===== config.mk =====
export PLATFORM = sky130hd
export DESIGN_NAME = spi_duty_slave
export DESIGN_NICKNAME = d
export VERILOG_FILES = /design/src/rtl/spi_duty_pkg.sv /design/src/rtl/spi_pin_sync.sv /design/src/rtl/spi_frame_shift.sv /design/src/rtl/spi_duty_bank.sv /design/src/rtl/spi_duty_slave.sv
export SDC_FILE = /design/constraint.sdc
export NUM_CORES = 1
export LEC_CHECK = 0
export BUFFER_PORTS_ARGS = -buffer_cell sky130_fd_sc_hd__buf_4
export CAP_MARGIN = 15
export CELL_PAD_IN_SITES_DETAIL_PLACEMENT = 0
export CELL_PAD_IN_SITES_GLOBAL_PLACEMENT = 2
export CORE_MARGIN = 2
export CORE_UTILIZATION = 40
export DETAILED_ROUTE_END_ITERATION = 10
export PLACE_DENSITY_LB_ADDON = 0.05
export SYNTH_ARGS = -nofsm -noshare
export SYNTH_HDL_FRONTEND = slang
export SYNTH_SLANG_ARGS = --single-unit
export TNS_END_PERCENT = 50

===== constraint.sdc =====
create_clock -name clk_i -period 5.1 [get_ports clk_i]
set_input_delay 0.255 -clock clk_i [delete_from_list [all_inputs] [get_ports clk_i]]
set_output_delay 0.255 -clock clk_i [all_outputs]
set_load 0.01 [all_outputs]

===== src/rtl/spi_duty_pkg.sv =====
package spi_duty_pkg;
  localparam int unsigned FRAME_W_DEF = 16;
  localparam int unsigned CH_N_DEF    = 4;
  localparam int unsigned CODE_W_DEF  = 4;
  localparam int unsigned SYNC_N_DEF  = 2;

  typedef struct packed {
    logic rise;
    logic fall;
  } edge_t;
endpackage


===== src/rtl/spi_pin_sync.sv =====
module spi_pin_sync #(
  parameter int unsigned W      = 3,
  parameter int unsigned STAGES = 2,
  parameter logic [W-1:0] RST_VAL = '0
) (
  input  logic         clk_i,
  input  logic         rst_ni,
  input  logic [W-1:0] pin_i,
  output logic [W-1:0] lvl_o
);
  logic [W-1:0] stage_q [STAGES];

  for (genvar s = 0; s < STAGES; s++) begin : g_stage
    always_ff @(posedge clk_i or negedge rst_ni) begin
      if (!rst_ni) stage_q[s] <= RST_VAL;
      else if (s == 0) stage_q[s] <= pin_i;
      else stage_q[s] <= stage_q[(s == 0) ? 0 : s-1];
    end
  end

  assign lvl_o = stage_q[STAGES-1];
endmodule


===== src/rtl/spi_frame_shift.sv =====
module spi_frame_shift
  import spi_duty_pkg::*;
#(
  parameter int unsigned FRAME_W = FRAME_W_DEF,
  localparam int unsigned CNT_W  = $clog2(FRAME_W)
) (
  input  logic               clk_i,
  input  logic               rst_ni,
  input  logic               cs_n_s_i,
  input  logic               sclk_s_i,
  input  logic               sdi_s_i,
  input  logic [FRAME_W-1:0] status_i,
  output logic               sdo_o,
  output logic               active_o,
  output logic               commit_o,
  output logic [FRAME_W-1:0] frame_o
);
  logic               cs_n_d, sclk_d;
  logic [FRAME_W-1:0] shreg_q;
  logic               sdo_q, active_q, wrapped_q;
  logic [CNT_W-1:0]   cnt_q;
  edge_t              cs_e, sclk_e;
  logic               last_bit;

  assign cs_e.fall   = cs_n_d & ~cs_n_s_i;
  assign cs_e.rise   = ~cs_n_d & cs_n_s_i;
  assign sclk_e.rise = ~sclk_d & sclk_s_i;
  assign sclk_e.fall = sclk_d & ~sclk_s_i;
  assign last_bit    = (cnt_q == CNT_W'(FRAME_W-1));

  always_ff @(posedge clk_i or negedge rst_ni) begin
    if (!rst_ni) begin
      cs_n_d    <= 1'b1;
      sclk_d    <= 1'b0;
      shreg_q   <= '0;
      sdo_q     <= 1'b0;
      active_q  <= 1'b0;
      cnt_q     <= '0;
      wrapped_q <= 1'b0;
    end else begin
      cs_n_d <= cs_n_s_i;
      sclk_d <= sclk_s_i;
      if (cs_e.fall) begin
        shreg_q   <= status_i;
        sdo_q     <= 1'b0;
        active_q  <= 1'b1;
        cnt_q     <= '0;
        wrapped_q <= 1'b0;
      end else if (cs_e.rise) begin
        active_q <= 1'b0;
      end else if (active_q) begin
        if (sclk_e.rise) sdo_q <= shreg_q[FRAME_W-1];
        if (sclk_e.fall) begin
          shreg_q <= {shreg_q[FRAME_W-2:0], sdi_s_i};
          cnt_q   <= last_bit ? '0 : cnt_q + CNT_W'(1);
          if (last_bit) wrapped_q <= 1'b1;
        end
      end
    end
  end

  // whole nonzero number of words only
  assign commit_o = cs_e.rise & active_q & wrapped_q & (cnt_q == '0);
  assign sdo_o    = sdo_q;
  assign active_o = active_q;
  assign frame_o  = shreg_q;

  p_oe_off_r2: assert property (@(posedge clk_i) disable iff (!rst_ni)
    cs_e.rise |=> !active_q);
  p_oe_on_r2: assert property (@(posedge clk_i) disable iff (!rst_ni)
    cs_e.fall |=> active_q);
  p_sdo_hold_r3: assert property (@(posedge clk_i) disable iff (!rst_ni)
    (!sclk_e.rise && !cs_e.fall) |=> $stable(sdo_q));
  p_idle_shift_r8: assert property (@(posedge clk_i) disable iff (!rst_ni)
    (!active_q && !cs_e.fall) |=> $stable(shreg_q));
  p_commit_edge_r5: assert property (@(posedge clk_i) disable iff (!rst_ni)
    commit_o |-> cs_e.rise);
endmodule


===== src/rtl/spi_duty_bank.sv =====
module spi_duty_bank
  import spi_duty_pkg::*;
#(
  parameter int unsigned CH_N   = CH_N_DEF,
  parameter int unsigned CODE_W = CODE_W_DEF,
  localparam int unsigned BANK_W = CH_N * CODE_W
) (
  input  logic              clk_i,
  input  logic              rst_ni,
  input  logic              commit_i,
  input  logic [BANK_W-1:0] frame_i,
  output logic [BANK_W-1:0] duty_o
);
  for (genvar c = 0; c < CH_N; c++) begin : g_ch
    logic [CODE_W-1:0] code_q;
    always_ff @(posedge clk_i or negedge rst_ni) begin
      if (!rst_ni)       code_q <= '0;
      else if (commit_i) code_q <= frame_i[c*CODE_W +: CODE_W];
    end
    assign duty_o[c*CODE_W +: CODE_W] = code_q;
  end

  p_hold_r6: assert property (@(posedge clk_i) disable iff (!rst_ni)
    !commit_i |=> $stable(duty_o));
  p_load_r5: assert property (@(posedge clk_i) disable iff (!rst_ni)
    commit_i |=> (duty_o == $past(frame_i)));
endmodule


===== src/rtl/spi_duty_slave.sv =====
module spi_duty_slave
  import spi_duty_pkg::*;
#(
  parameter int unsigned CH_N   = CH_N_DEF,
  parameter int unsigned CODE_W = CODE_W_DEF,
  parameter int unsigned SYNC_N = SYNC_N_DEF,
  localparam int unsigned FRAME_W = CH_N * CODE_W
) (
  input  logic               clk_i,
  input  logic               rst_ni,
  input  logic               cs_ni,
  input  logic               sclk_i,
  input  logic               sdi_i,
  input  logic [FRAME_W-1:0] status_i,
  output logic               sdo_o,
  output logic               sdo_oe_o,
  output logic [FRAME_W-1:0] duty_o
);
  logic [2:0]         pins_s;
  logic               commit;
  logic [FRAME_W-1:0] frame;

  spi_pin_sync #(.W(3), .STAGES(SYNC_N), .RST_VAL(3'b100)) u_sync (
    .clk_i (clk_i),
    .rst_ni(rst_ni),
    .pin_i ({cs_ni, sclk_i, sdi_i}),
    .lvl_o (pins_s)
  );

  spi_frame_shift #(.FRAME_W(FRAME_W)) u_shift (
    .clk_i   (clk_i),
    .rst_ni  (rst_ni),
    .cs_n_s_i(pins_s[2]),
    .sclk_s_i(pins_s[1]),
    .sdi_s_i (pins_s[0]),
    .status_i(status_i),
    .sdo_o   (sdo_o),
    .active_o(sdo_oe_o),
    .commit_o(commit),
    .frame_o (frame)
  );

  spi_duty_bank #(.CH_N(CH_N), .CODE_W(CODE_W)) u_bank (
    .clk_i   (clk_i),
    .rst_ni  (rst_ni),
    .commit_i(commit),
    .frame_i (frame),
    .duty_o  (duty_o)
  );

  p_idle_oe_r8: assert property (@(posedge clk_i) disable iff (!rst_ni)
    (!sdo_oe_o && pins_s[2]) |=> !sdo_oe_o);
endmodule


Word level (Yosys, flattened, before mapping)
Index checks and enable logic that the tools add are counted.

cells by class
  equality and inequality tests = 2
  bitwise logic cells = 11
  multipliers = 0
  shift operators = 0
  divide/modulo/power cells = 0
  order comparisons = 0
  reduce and logical (&&, ||, !) cells = 9
  muxes and demuxes = 20
  add/subtract/negate cells = 1

operators with widths
  kind                                                            count
  16-bit 2-to-1 mux                                               4
  4-bit 2-to-1 mux                                                5
  1-bit 2-to-1 mux                                                11
  2-bit nonzero test                                              5
  1-bit AND                                                       7
  3-bit AND reduction                                             2
  4-bit by 1-bit adder with 4-bit output (second input constant)  1
  4-bit == test (second input constant)                           1
  4-bit zero test                                                 1
  1-bit inverter                                                  4
  4-bit AND reduction                                             1
  2-bit != test (second input constant)                           1

word-level totals
  latch bits = 0
  output and inout bits = 18
  flip-flop bits (word level) = 47
  ROM bits = 0
  logic and storage cells = 56
  memory bits (writable) = 0
  memories = 0
  input port bits = 21

Depth between registers and ports, before layout
Gate-level depths: netlist of the first run.

  depth in word-level cells = 6
  gate-level depth with buffers = 7
  gate-level depth less buffers = 5

By module
A second synthesis of the first run with hierarchy kept.

unflattened totals
  cell total of the unflattened synthesis = 146
  area, all modules = 2195.9 um2

by module, submodules not included
  module           cells each  times used  area an instance (um2)
  spi_frame_shift  103         1           1371.3
  spi_duty_bank    34          1           649.4
  spi_pin_sync     9           1           175.2

Least setup slack after synthesis of the first run
No wires, ideal clock.

  path kind = register to register
  start point = register u_shift.cs_n_d
  end point = register u_shift.shreg_q[0] (netlist: u_shift.frame_o[0])
  arrival time = 1.778 ns
  cell stages (with the launch flop) = 8
  path slack = 3.197 ns
  period minus slack after synthesis = 1.903 ns
  buffers on the path = 2
  data required time = 4.975 ns
  cell sequence = dfstp_2 > inv_1 > ha_1 > o21ba_2 > buf_2 > o21a_1 > buf_2 > mux2_2

on the way
  word-level cells in the longest chain between the ends = 4

ends and longest elaborated chain
  what                                  RTL line               source
  start: declaration                    spi_frame_shift.sv:18  logic cs_n_d, sclk_d;
  start signal: assignment              spi_frame_shift.sv:41  cs_n_d <= cs_n_s_i;
  1-bit inverter                        spi_frame_shift.sv:26  assign cs_e.rise = ~cs_n_d & cs_n_s_i;
  1-bit AND                             spi_frame_shift.sv:26
  2-bit != test (no source line)        n/a
  3-bit AND reduction (no source line)  n/a
  end signal: assignment                spi_frame_shift.sv:44  shreg_q <= status_i;
  end signal: assignment                spi_frame_shift.sv:54  shreg_q <= {shreg_q[FRAME_W-2:0], sdi_s_i};
  end: declaration                      spi_frame_shift.sv:19  logic [FRAME_W-1:0] shreg_q;

Parallel ways exist; a longest one is shown, timed or not.
A chain may end at the register's enable or synchronous reset.

Worst setup path after layout of the first run
  start point = register u_shift.cs_n_d
  end point = register u_shift.shreg_q[10] (netlist: u_shift.frame_o[10])

The elaborated chain is that of the path after synthesis.

==> metrics.md, run 1 <==
| Metric | Value |
|---|---|
| Synthesized area | 0.00211 mm^2 |
| Max-cap viol count | 0 |
| Grt ovf | 0 |
| RSZ-0062 raised after global routing | false |
| Worst-Skew Late Latency | 290 ps |
| Register-to-Register Path Depth | 5 |
| Max VDD drop | 0.000156 V |
| 1st-pass router iterations | 4 |
| Slowest CP cell | o21a_1 |
| Placed Instances | 243 |
| Hold Fails Final Rpt | 0 |
| Pin count of the biggest net entering global routing | 48 |
| Post-synthesis area per instance | 14.9 um^2 |
| Max Fclk | 411 MHz |
| Syn-to-layout area delta | 19.7% |
| Tmin final | 2430 ps |
| Status | finished clean |
| Net count after synthesis | 168 |
| Die height | 76.7 um |
| Hpwl dp | 2380 um |
| Setup violators final | 0 |
| Most frequent cell after synthesis | dfrtp_1 |
| GRT Overall Usage | 0.139 |
| Dominant synthesized flop cell | dfrtp_1 |
| # DRC | 0 |
| Hold path depth | 1 |
| CTS tree | yes |
| Final Total Pwr | 963 uW |
| Die area | 0.00588 mm^2 |
| CP Launch Type | flip-flop |
| Post-synthesis cell count | 142 |
| Drt wl/cell | 14.7 um |
| Crit path kind | flip-flop to flip-flop |
| Critical path endpoint category | flip-flop |
| Final Wtd Congestion | 0.659 |
| Dominant cell type by area after synthesis | dfrtp_1 |
| Clock buffer count from CTS | 5 |
| Layout Nets | 207 |
| Routed WL | 3700 um |
| Arrival time worst endpoint | 2610 ps |
| Lkg Pwr | 1.20 nW |
| Clock buffer depth | 2 |
| Crit-path cells | inv_1 -> ha_1 -> o21ba_2 -> o21a_1 -> mux2_2 |
| Max-slew violation count | 0 |
| Clk_skew | 4.40 ps |
| I/O pin total | 39 |
| Hold_ws | 63.5 ps |
| Clock Sinks | 47 |
| Starting Density | 0.414 |
| Ys Warns | 0 |
| # rows | 26 |
| Initial DRC Count | 50 |
| Max incr delay on CP | 730 ps |
| CTS H-tree depth | 2 |
| Ys async rst share | 1.00 |
| Fill count | 484 |
| Relative slew slack | 0.319 |
| Non-filler instance count after layout | 252 |
| Pwr/cell area | 381 mW/mm^2 |
| First-pass GRT wire length | 6420 um |
| Via count | 1235 |
| Slew @ Worst Pin | 1020 ps |
| CTS root buf | clkbuf_8 |
| Die width | 76.7 um |
| HP Class | primary input to flip-flop |
| Synth unique cells | 29 |
| ANT cells | 0 |
| Sequential-to-total area share from yosys stat | 0.558 |
| Crit path max fanout | 20 |
| Final ANT Viol Nets | 0 |
| Final period utilization | 0.477 |
| Via density | 4.90 |
| Number of global-route vias before repair | 1270 |
| Register bit total from synthesis | 47 |
| Top post-synthesis cells by count | dfrtp_1 (44), mux2_2 (39), mux2_4 (10) |
| Clk slew on worst S/H paths | 80 ps |
| Antenna violations before repair | 0 |
| Worst EP required | 5280 ps |
| Ranking of synthesized cells by area | dfrtp_1 (52%), mux2_2 (21%), mux2_4 (7.1%) |
| Post-synth top area share | 0.521 |
| Number of port buffers | 38 |
| Setup TNS | 0 ps |
| Post-synth EDFFs | 0 |
| Placeable core region | 0.00511 mm^2 |
| Share of layout cells above drive strength 1 | 0.555 |
final cells by class:
type | instances | area, um^2 | share of cell area
multi-input cells | 79 | 843 | 0.333
flip-flops and latches | 47 | 1180 | 0.467
well taps | 70 | 87.6 | 0.0346
inverters | 8 | 30.0 | 0.0119
clock buffers | 6 | 72.6 | 0.0287
repair buffers | 40 | 303 | 0.120
clock inverters | 2 | 12.5 | 0.00495
metal layers:
layer  vias to the layer above  global-route usage  wire, um
met5                         -                   0         0
met4                         0              0.0491        55
met3                         5              0.0412       178
met2                        33               0.214      1730
met1                       609               0.187      1730
li1                        588                   -         -
registers in the layout, indices dropped and copies added (netlist names):
signal              cells
u_shift.frame_o        16
u_shift.cnt_q           4
u_bank.g_ch.code_q     16
u_shift.sdo_o           1
u_sync.lvl_o            3
u_shift.sclk_d          1
u_shift.cs_n_d          1
u_shift.wrapped_q       1
u_shift.active_o        1
u_sync.stage_q          3
cell usage in the layout, fill, tap and decap left out, types with 2 or more instances in the layout:
cell	count
dfstp_2	3
ha_1	5
mux2_2	39
o21ai_0	2
a22oi_1	2
buf_4	39
inv_1	8
dfrtp_1	44
mux2_4	10
o2111ai_1	2
clkbuf_8	5
o211ai_1	4
final timing paths:
kind                       slack [ps]               from                       end
setup / recovery                 2670     u_shift.cs_n_d       u_shift.frame_o[10]
hold / removal                     60              cs_ni         u_sync.stage_q[5]
setup reg to reg                 2670     u_shift.cs_n_d       u_shift.frame_o[10]
hold reg to reg                   350  u_sync.stage_q[3]           u_sync.lvl_o[0]
max in group asynchronous        4180             rst_ni  u_bank.g_ch[2].code_q[0]
min in group asynchronous         520             rst_ni          u_shift.cnt_q[2]
critical path: cells and delay by family (launching register included):
kind                     cells  cell delay, ps
AO/OA/AOI/OAI                2            1090
flip-flops                   1             550
multiplexers                 1             420
adder cells (fa/ha/maj)      1             200
buffers and inverters        1              40
repair_timing:
item,CTS,global route
gates resized for setup,0,0
hold endpoints to repair,44,0
buffers inserted,0,0
hold buffers,1,0
power by group:
group / switching, mW / internal [mW]
Combinational: 0.0807 / 0.142
Clock: 0.118 / 0.0958
Sequential: 0.0641 / 0.463
stage by stage:
stage / setup slack (ps) / utilization / instance area [um^2]
final: 2670 / 0.495 / 2530
after global routing: 2490 / 0.495 / 2530
after CTS: 2620 / 0.495 / 2530
after detailed placement: 2640 / 0.476 / 2430
after global placement: 2730 / 0.476 / 2430
after floorplan: 3200 / - / 2110
kinds of logic (layout without fill, tap and decap cells):
family,after synthesis,after routing,synth area share
multiplexers,49,49,0.279
AND/OR/NAND/NOR,9,9,0.0338
adder cells (fa/ha/maj),5,5,0.0296
flip-flops,47,47,0.558
AO/OA/AOI/OAI,16,16,0.0568
buffers and inverters,16,56,0.0426
(Power assumes the default switching activity.)
==> inputs of run 2 (changes only) <==
- ABC_AREA: default -> 1
- CORE_UTILIZATION: 40 -> 32
- clock period: 5.1 -> 2.5 ns (I/O delays scaled with it)
==> run 2 against run 1 <==
Compared with the run above: clock skew up 3.8 ps; synthesized cell count up 72%; area after synthesis down 1.4%; global-route usage up 0.070 points; wire length up 23%; hold slack better by 70 ps; sequential share of layout area down 1.4 points.
==> metrics.md, run 2 <==
| Metric | Value |
|---|---|
| Dominant synthesized flop cell | dfrtp_1 |
| Share of layout cells above drive strength 1 | 0.203 |
| Flop2flop setup slack | 680 ps |
| Post-synthesis area per instance | 8.54 um^2 |
| Drt wl/cell | 12.3 um |
| Clock buffer count from CTS | 5 |
| Top post-synthesis cells by count | nand2_1 (89), dfrtp_1 (44), o21ai_0 (36) |
| Setup bufs post-CTS | 0 |
| Most frequent cells in the layout | nand2_1 (89), dfrtp_1 (44), buf_4 (43) |
| Synthesized area | 0.00208 mm^2 |
| 1st-pass router iterations | 4 |
| Tmin final | 1820 ps |
| Worst-Skew Late Latency | 300 ps |
| Die height | 84.7 um |
| Register bit total from synthesis | 47 |
| Setup violators final | 0 |
| Final period utilization | 0.726 |
| Worst Path Buf+Inv | 1 |
| Crit-path cells | ha_1 -> inv_1 -> nand2_1 -> nand2_1 -> nand2_1 -> o21ai_0 |
| Wire length on met2 | 2150 um |
| CTS root buf | clkbuf_8 |
| RSZ-0062 raised after global routing | false |
| Initial DRC Count | 42 |
| Clk slew on worst S/H paths | 90 ps |
| Critical path endpoint category | flip-flop |
| CTS tree | yes |
| Max incr delay on CP | 560 ps |
| Hold path depth | 5 |
| Ys Warns | 0 |
| FF-to-FF Start | u_shift.cs_n_d |
| Crit path max fanout | 16 |
| Worst R2R End | u_shift.cnt_q[2] |
| Dominant cell type by area after synthesis | dfrtp_1 |
| Pwr/cell area | 922 mW/mm^2 |
| Pin count of the biggest net entering global routing | 48 |
| CP most frequent cell | nand2_1 |
| Via count | 1628 |
| I/O pin total | 39 |
| Final ANT Viol Nets | 0 |
| Final Wtd Congestion | 0.734 |
| Placeable core region | 0.00631 mm^2 |
| Hold_buf cts | 4 |
| M1 WL | 2180 um |
| Crit path kind | flip-flop to flip-flop |
| # rows | 29 |
| Max VDD drop | 0.000354 V |
| # DRC | 0 |
| Hold endpoint | u_shift.frame_o[0] |
| Net count after synthesis | 270 |
| Clock Sinks | 47 |
| Min-delay src | status_i[0] |
| Slowest CP cell | dfstp_2 |
| Top Metal Used | met4 |
| Lkg Pwr | 1.35 nW |
| Post-synth top area share | 0.528 |
| Register-to-Register Path Depth | 6 |
| Post-CTS resize count | 0 |
| Max-cap viol count | 0 |
| Antenna violations before repair | 0 |
| Syn-to-layout area delta | 25.0% |
| Arrival time worst endpoint | 1990 ps |
| Worst EP required | 2670 ps |
| Ys async rst share | 1.00 |
| Sequential-to-total area share from yosys stat | 0.566 |
| Routed WL | 4530 um |
| Status | finished clean |
| Clk_skew | 8.17 ps |
| Layout Nets | 315 |
| Post-synthesis cell count | 244 |
| Number of port buffers | 38 |
| GRT Overall Usage | 0.140 |
| Hold_ws | 133 ps |
| Number of global-route vias before repair | 1671 |
| CTS H-tree depth | 2 |
| First-pass GRT wire length | 7940 um |
| Max-slew violation count | 0 |
| Via density | 4.44 |
| Synth unique cells | 19 |
| Relative slew slack | 0.597 |
| Hpwl dp | 3160 um |
| Most frequent cell after synthesis | nand2_1 |
| Setup TNS | 0 ps |
| Post-synth EDFFs | 0 |
| Ranking of synthesized cells by area | dfrtp_1 (53%), nand2_1 (16%), o21ai_0 (8.6%) |
| ANT cells | 0 |
| Starting Density | 0.330 |
| Slew @ Worst Pin | 604 ps |
| Top Family by Delay on Critical Path | flip-flops |
| Max Fclk | 551 MHz |
| Clock buffer depth | 2 |
| Hold Fails Final Rpt | 0 |
| CP Launch Type | flip-flop |
| Met3 WL | 151 um |
| Commonest non-fill, non-tap cell in the layout | nand2_1 |
| HP Class | primary input to flip-flop |
| Die width | 84.7 um |
| Grt ovf | 0 |
| Die area | 0.00718 mm^2 |
run 2: changes by cell type after synthesis, sizes merged, moves of 4 or more:
cell / previous run / this run
nand2: 0 / 90
mux2: 49 / 0
o21ai: 2 / 36
nand3: 0 / 23
inv: 8 / 26
nor2: 0 / 4
o211ai: 4 / 0
run 2: final cells by class:
type	count	area [um^2]
well taps	77	96.3
clock inverters	3	43.8
inverters	26	97.6
multi-input cells	162	757
repair buffers	47	363
fillers	679	3710
flip-flops and latches	47	1180
clock buffers	5	68.8
run 2: logic make-up (layout without fill, tap and decap cells):
kind of cell	Yosys count	count (layout)	share of synthesized area
simple gates	120	120	0.244
flops	47	47	0.566
compound gates	37	37	0.0888
buf+inv	35	81	0.0708
fa+ha+maj	5	5	0.0300
run 2: how the worst max path moves through the flow:
| stage | startpoint | end | slack (ps) | cells past startpoint |
|---|---|---|---|---|
| 6_report | u_shift.cs_n_d | u_shift.cnt_q[2] | 680 | 6 |
| 5_1_grt | u_shift.cs_n_d | u_shift.cnt_q[1] | 410 | 6 |
| 4_1_cts | u_shift.cs_n_d | u_shift.cnt_q[2] | 640 | 6 |
| 3_5_place_dp | u_shift.cs_n_d | u_shift.cnt_q[1] | 660 | 6 |
| 3_3_place_gp | u_shift.cs_n_d | u_shift.cnt_q[2] | 730 | 6 |
| 2_1_floorplan | u_shift.cs_n_d | u_shift.frame_o[10] | 990 | 8 |
run 2: power breakdown:
group | switching [mW] | internal (mW) | total [mW]
Combinational | 0.356 | 0.325 | 0.680
Clock | 0.258 | 0.298 | 0.556
Sequential | 0.159 | 1.01 | 1.17
run 2: through the flow:
| step | setup WS, ps | util | std cells | area (um^2) | power [mW] |
|---|---|---|---|---|---|
| after floorplan | 988 | - | 244 | 2080 | 1.54 |
| after CTS | 645 | 0.413 | 367 | 2610 | 2.45 |
| final | 685 | 0.413 | 367 | 2610 | 2.40 |
| after global routing | 415 | 0.413 | 367 | 2610 | 2.60 |
| after global placement | 732 | 0.389 | 355 | 2450 | 1.87 |
| after detailed placement | 662 | 0.389 | 355 | 2450 | 1.88 |
run 2: tightest hold or removal path: stages:
cell,delay (ps)
buf_4,80
nand2_1,40
nand2_1,50
nand2_1,40
o21ai_0,60
run 2: routing by layer:
metal  up-vias  track usage
met5         -            0
met1       738        0.187
met2        27        0.227
li1        857            -
met4         0       0.0390
met3         6       0.0334
==> inputs of run 3 (changes only) <==
- CORE_UTILIZATION: 32 -> 29
- clock period: 2.5 -> 1.52 ns (I/O delays scaled with it)
==> run 3 against run 2 <==
Compared with the run above: critical path depth grew 1; sequential share of layout area shrank 4.2 points; global-route usage shrank 0.90 points; register-to-register slack lost 680 ps; design area grew 10%; critical path type unchanged; flip-flop and latch count is the same; non-clock buffer count grew 15; sequential power grew 63%; die area grew 9.8%.
==> metrics.md, run 3 (synthesis results as in run 2) <==
| Metric | Value |
|---|---|
| Status | finished clean |
| Routed WL | 5280 um |
| GRT Overall Usage | 0.131 |
| I/O pin total | 39 |
| Post-place setup slack | -4.19 ps |
| Arrival time worst endpoint | 1700 ps |
| Slowest CP cell | dfstp_2 |
| Drt wl/cell | 13.1 um |
| Antenna violations before repair | 0 |
| Number of port buffers | 38 |
| Via count | 1769 |
| # DRC | 0 |
| Switching pwr | 1.32 mW |
| Crit path kind | flip-flop to flip-flop |
| HP Class | primary input to flip-flop |
| Clock Sinks | 47 |
| Sequential power share | 0.485 |
| Comb pwr share | 0.330 |
| Clock buffer depth | 2 |
| Placeable core region | 0.00687 mm^2 |
| Net Sw Frac | 0.333 |
| Pwr/cell area | 1380 mW/mm^2 |
| Starting Density | 0.303 |
| Die area | 0.00788 mm^2 |
| Max Fclk | 661 MHz |
| Commonest non-fill, non-tap cell in the layout | nand2_1 |
| CTS H-tree depth | 2 |
| Grt ovf | 0 |
| Final setup margin | 7.13 ps |
| Setup violators final | 0 |
| Final Total Pwr | 3.95 mW |
| CP Launch Type | flip-flop |
| CTS root buf | clkbuf_8 |
| Share of layout cells above drive strength 1 | 0.275 |
| Die width | 88.8 um |
| Hold Fails Final Rpt | 0 |
| Max-cap viol count | 0 |
| Register-to-Register Path Depth | 7 |
| Max-slew violation count | 0 |
| Final ANT Viol Nets | 0 |
| Syn-to-layout area delta | 37.8% |
| Clk_skew | 4.42 ps |
| Number of global-route vias before repair | 1669 |
| Max incr delay on CP | 570 ps |
| Lkg Pwr | 1.44 nW |
| Final Wtd Congestion | 0.725 |
| Crit path max fanout | 9 |
| Internal power | 2.63 mW |
| Final core occ | 0.418 |
| Clk slew on worst S/H paths | 80 ps |
| Hpwl dp | 3300 um |
| Hold path depth | 5 |
| Clock buffer count from CTS | 5 |
| Worst EP required | 1700 ps |
| Most frequent cells in the layout | nand2_1 (88), buf_4 (49), dfrtp_1 (44) |
| 1st-pass router iterations | 4 |
| Power share of the clock group | 0.186 |
| # rows | 30 |
| Layout Nets | 331 |
| Worst-Skew Late Latency | 300 ps |
| Die height | 88.8 um |
| CTS tree | yes |
| Via density | 4.40 |
| Fill count | 754 |
| Relative slew slack | 0.579 |
| Slew @ Worst Pin | 632 ps |
| ANT cells | 0 |
| RSZ-0062 raised after global routing | true |
| Initial DRC Count | 67 |
| Crit-path cells | inv_1 -> ha_2 -> a21oi_2 -> nor2_4 -> clkbuf_16 -> nand2_1 -> o21ai_0 |
| Tmin final | 1510 ps |
| Pin count of the biggest net entering global routing | 48 |
| Final period utilization | 0.995 |
| First-pass GRT wire length | 7720 um |
| Setup TNS | 0 ps |
| Max VDD drop | 0.000443 V |
| Critical path endpoint category | flip-flop |
==> run 3: changes by cell type in the layout (fill, tap and decap cells not counted), sizes merged <==
cell and change:
buf +13, bufinv -1, nand2 +1, clkbuf +4
clkinv -1
==> run 3: area by class of cell <==
type | count | area, um^2 | share of cell area
sequential | 47 | 1180 | 0.411
multi-input combinational | 163 | 832 | 0.290
inverter | 26 | 100 | 0.0349
timing repair buffer | 62 | 558 | 0.194
tap | 96 | 120 | 0.0418
clock buffer | 7 | 76.3 | 0.0266
clock inverter | 1 | 5.00 | 0.00174
==> run 3: what timing repair did <==
| item | 4_1_cts | 5_1_grt |
|---|---|---|
| pin swaps | 0 | 10 |
| gates resized for setup | 2 | 30 |
| setup buffers | 0 | 3 |
| endpoints found under the hold margin | 47 | 0 |
| hold buffers | 4 | 0 |
| setup endpoints to repair | 26 | 37 |
| cloned | 0 | 5 |
==> run 3: power groups by stage <==
stage / Combinational (mW) / Clock, mW / Sequential, mW
after global routing: 1.50 / 0.823 / 1.98
after global placement: 1.21 / 0 / 1.93
after floorplan: 0.530 / 0 / 2.00
after detailed placement: 1.21 / 0 / 1.93
after CTS: 1.22 / 0.785 / 1.91
final: 1.30 / 0.733 / 1.91
==> run 3: metal layers <==
| metal | global-route usage | part of all wire | routed length (um) | vias up |
|---|---|---|---|---|
| met5 | 0 | 0 | 0 | - |
| met4 | 0.0372 | 0.0040 | 21 | 0 |
| met3 | 0.0364 | 0.031 | 163 | 2 |
| met2 | 0.216 | 0.48 | 2550 | 33 |
| met1 | 0.168 | 0.48 | 2540 | 838 |
| li1 | - | - | - | 896 |
==> run 3: stage by stage <==
stage	hold slack (ps)	cell area, um^2	cells
after floorplan	-220	2080	244
after global placement	149	2550	382
after global routing	106	2870	402
after CTS	71.5	2680	394
after detailed placement	141	2550	382
final	86.8	2870	402
==> run 3: final timing paths <==
kind                                            end         startpoint  slack, ps
min reg2reg                         u_sync.lvl_o[0]  u_sync.stage_q[3]        360
max in group asynchronous  u_bank.g_ch[1].code_q[3]             rst_ni        750
max reg2reg                      u_shift.frame_o[0]    u_sync.lvl_o[2]          7
min in group asynchronous          u_shift.cnt_q[2]             rst_ni        320
max                              u_shift.frame_o[0]    u_sync.lvl_o[2]          7
min                              u_shift.frame_o[0]        status_i[0]         90
==> run 3: worst max-delay path: cells and delay by family, from the launching register on <==
kind | cells | cell delay (ps)
buffers and inverters | 2 | 240
flip-flops | 1 | 570
adder cells (fa/ha/maj) | 1 | 210
AND/OR/NAND/NOR | 2 | 150
AO/OA/AOI/OAI | 2 | 230
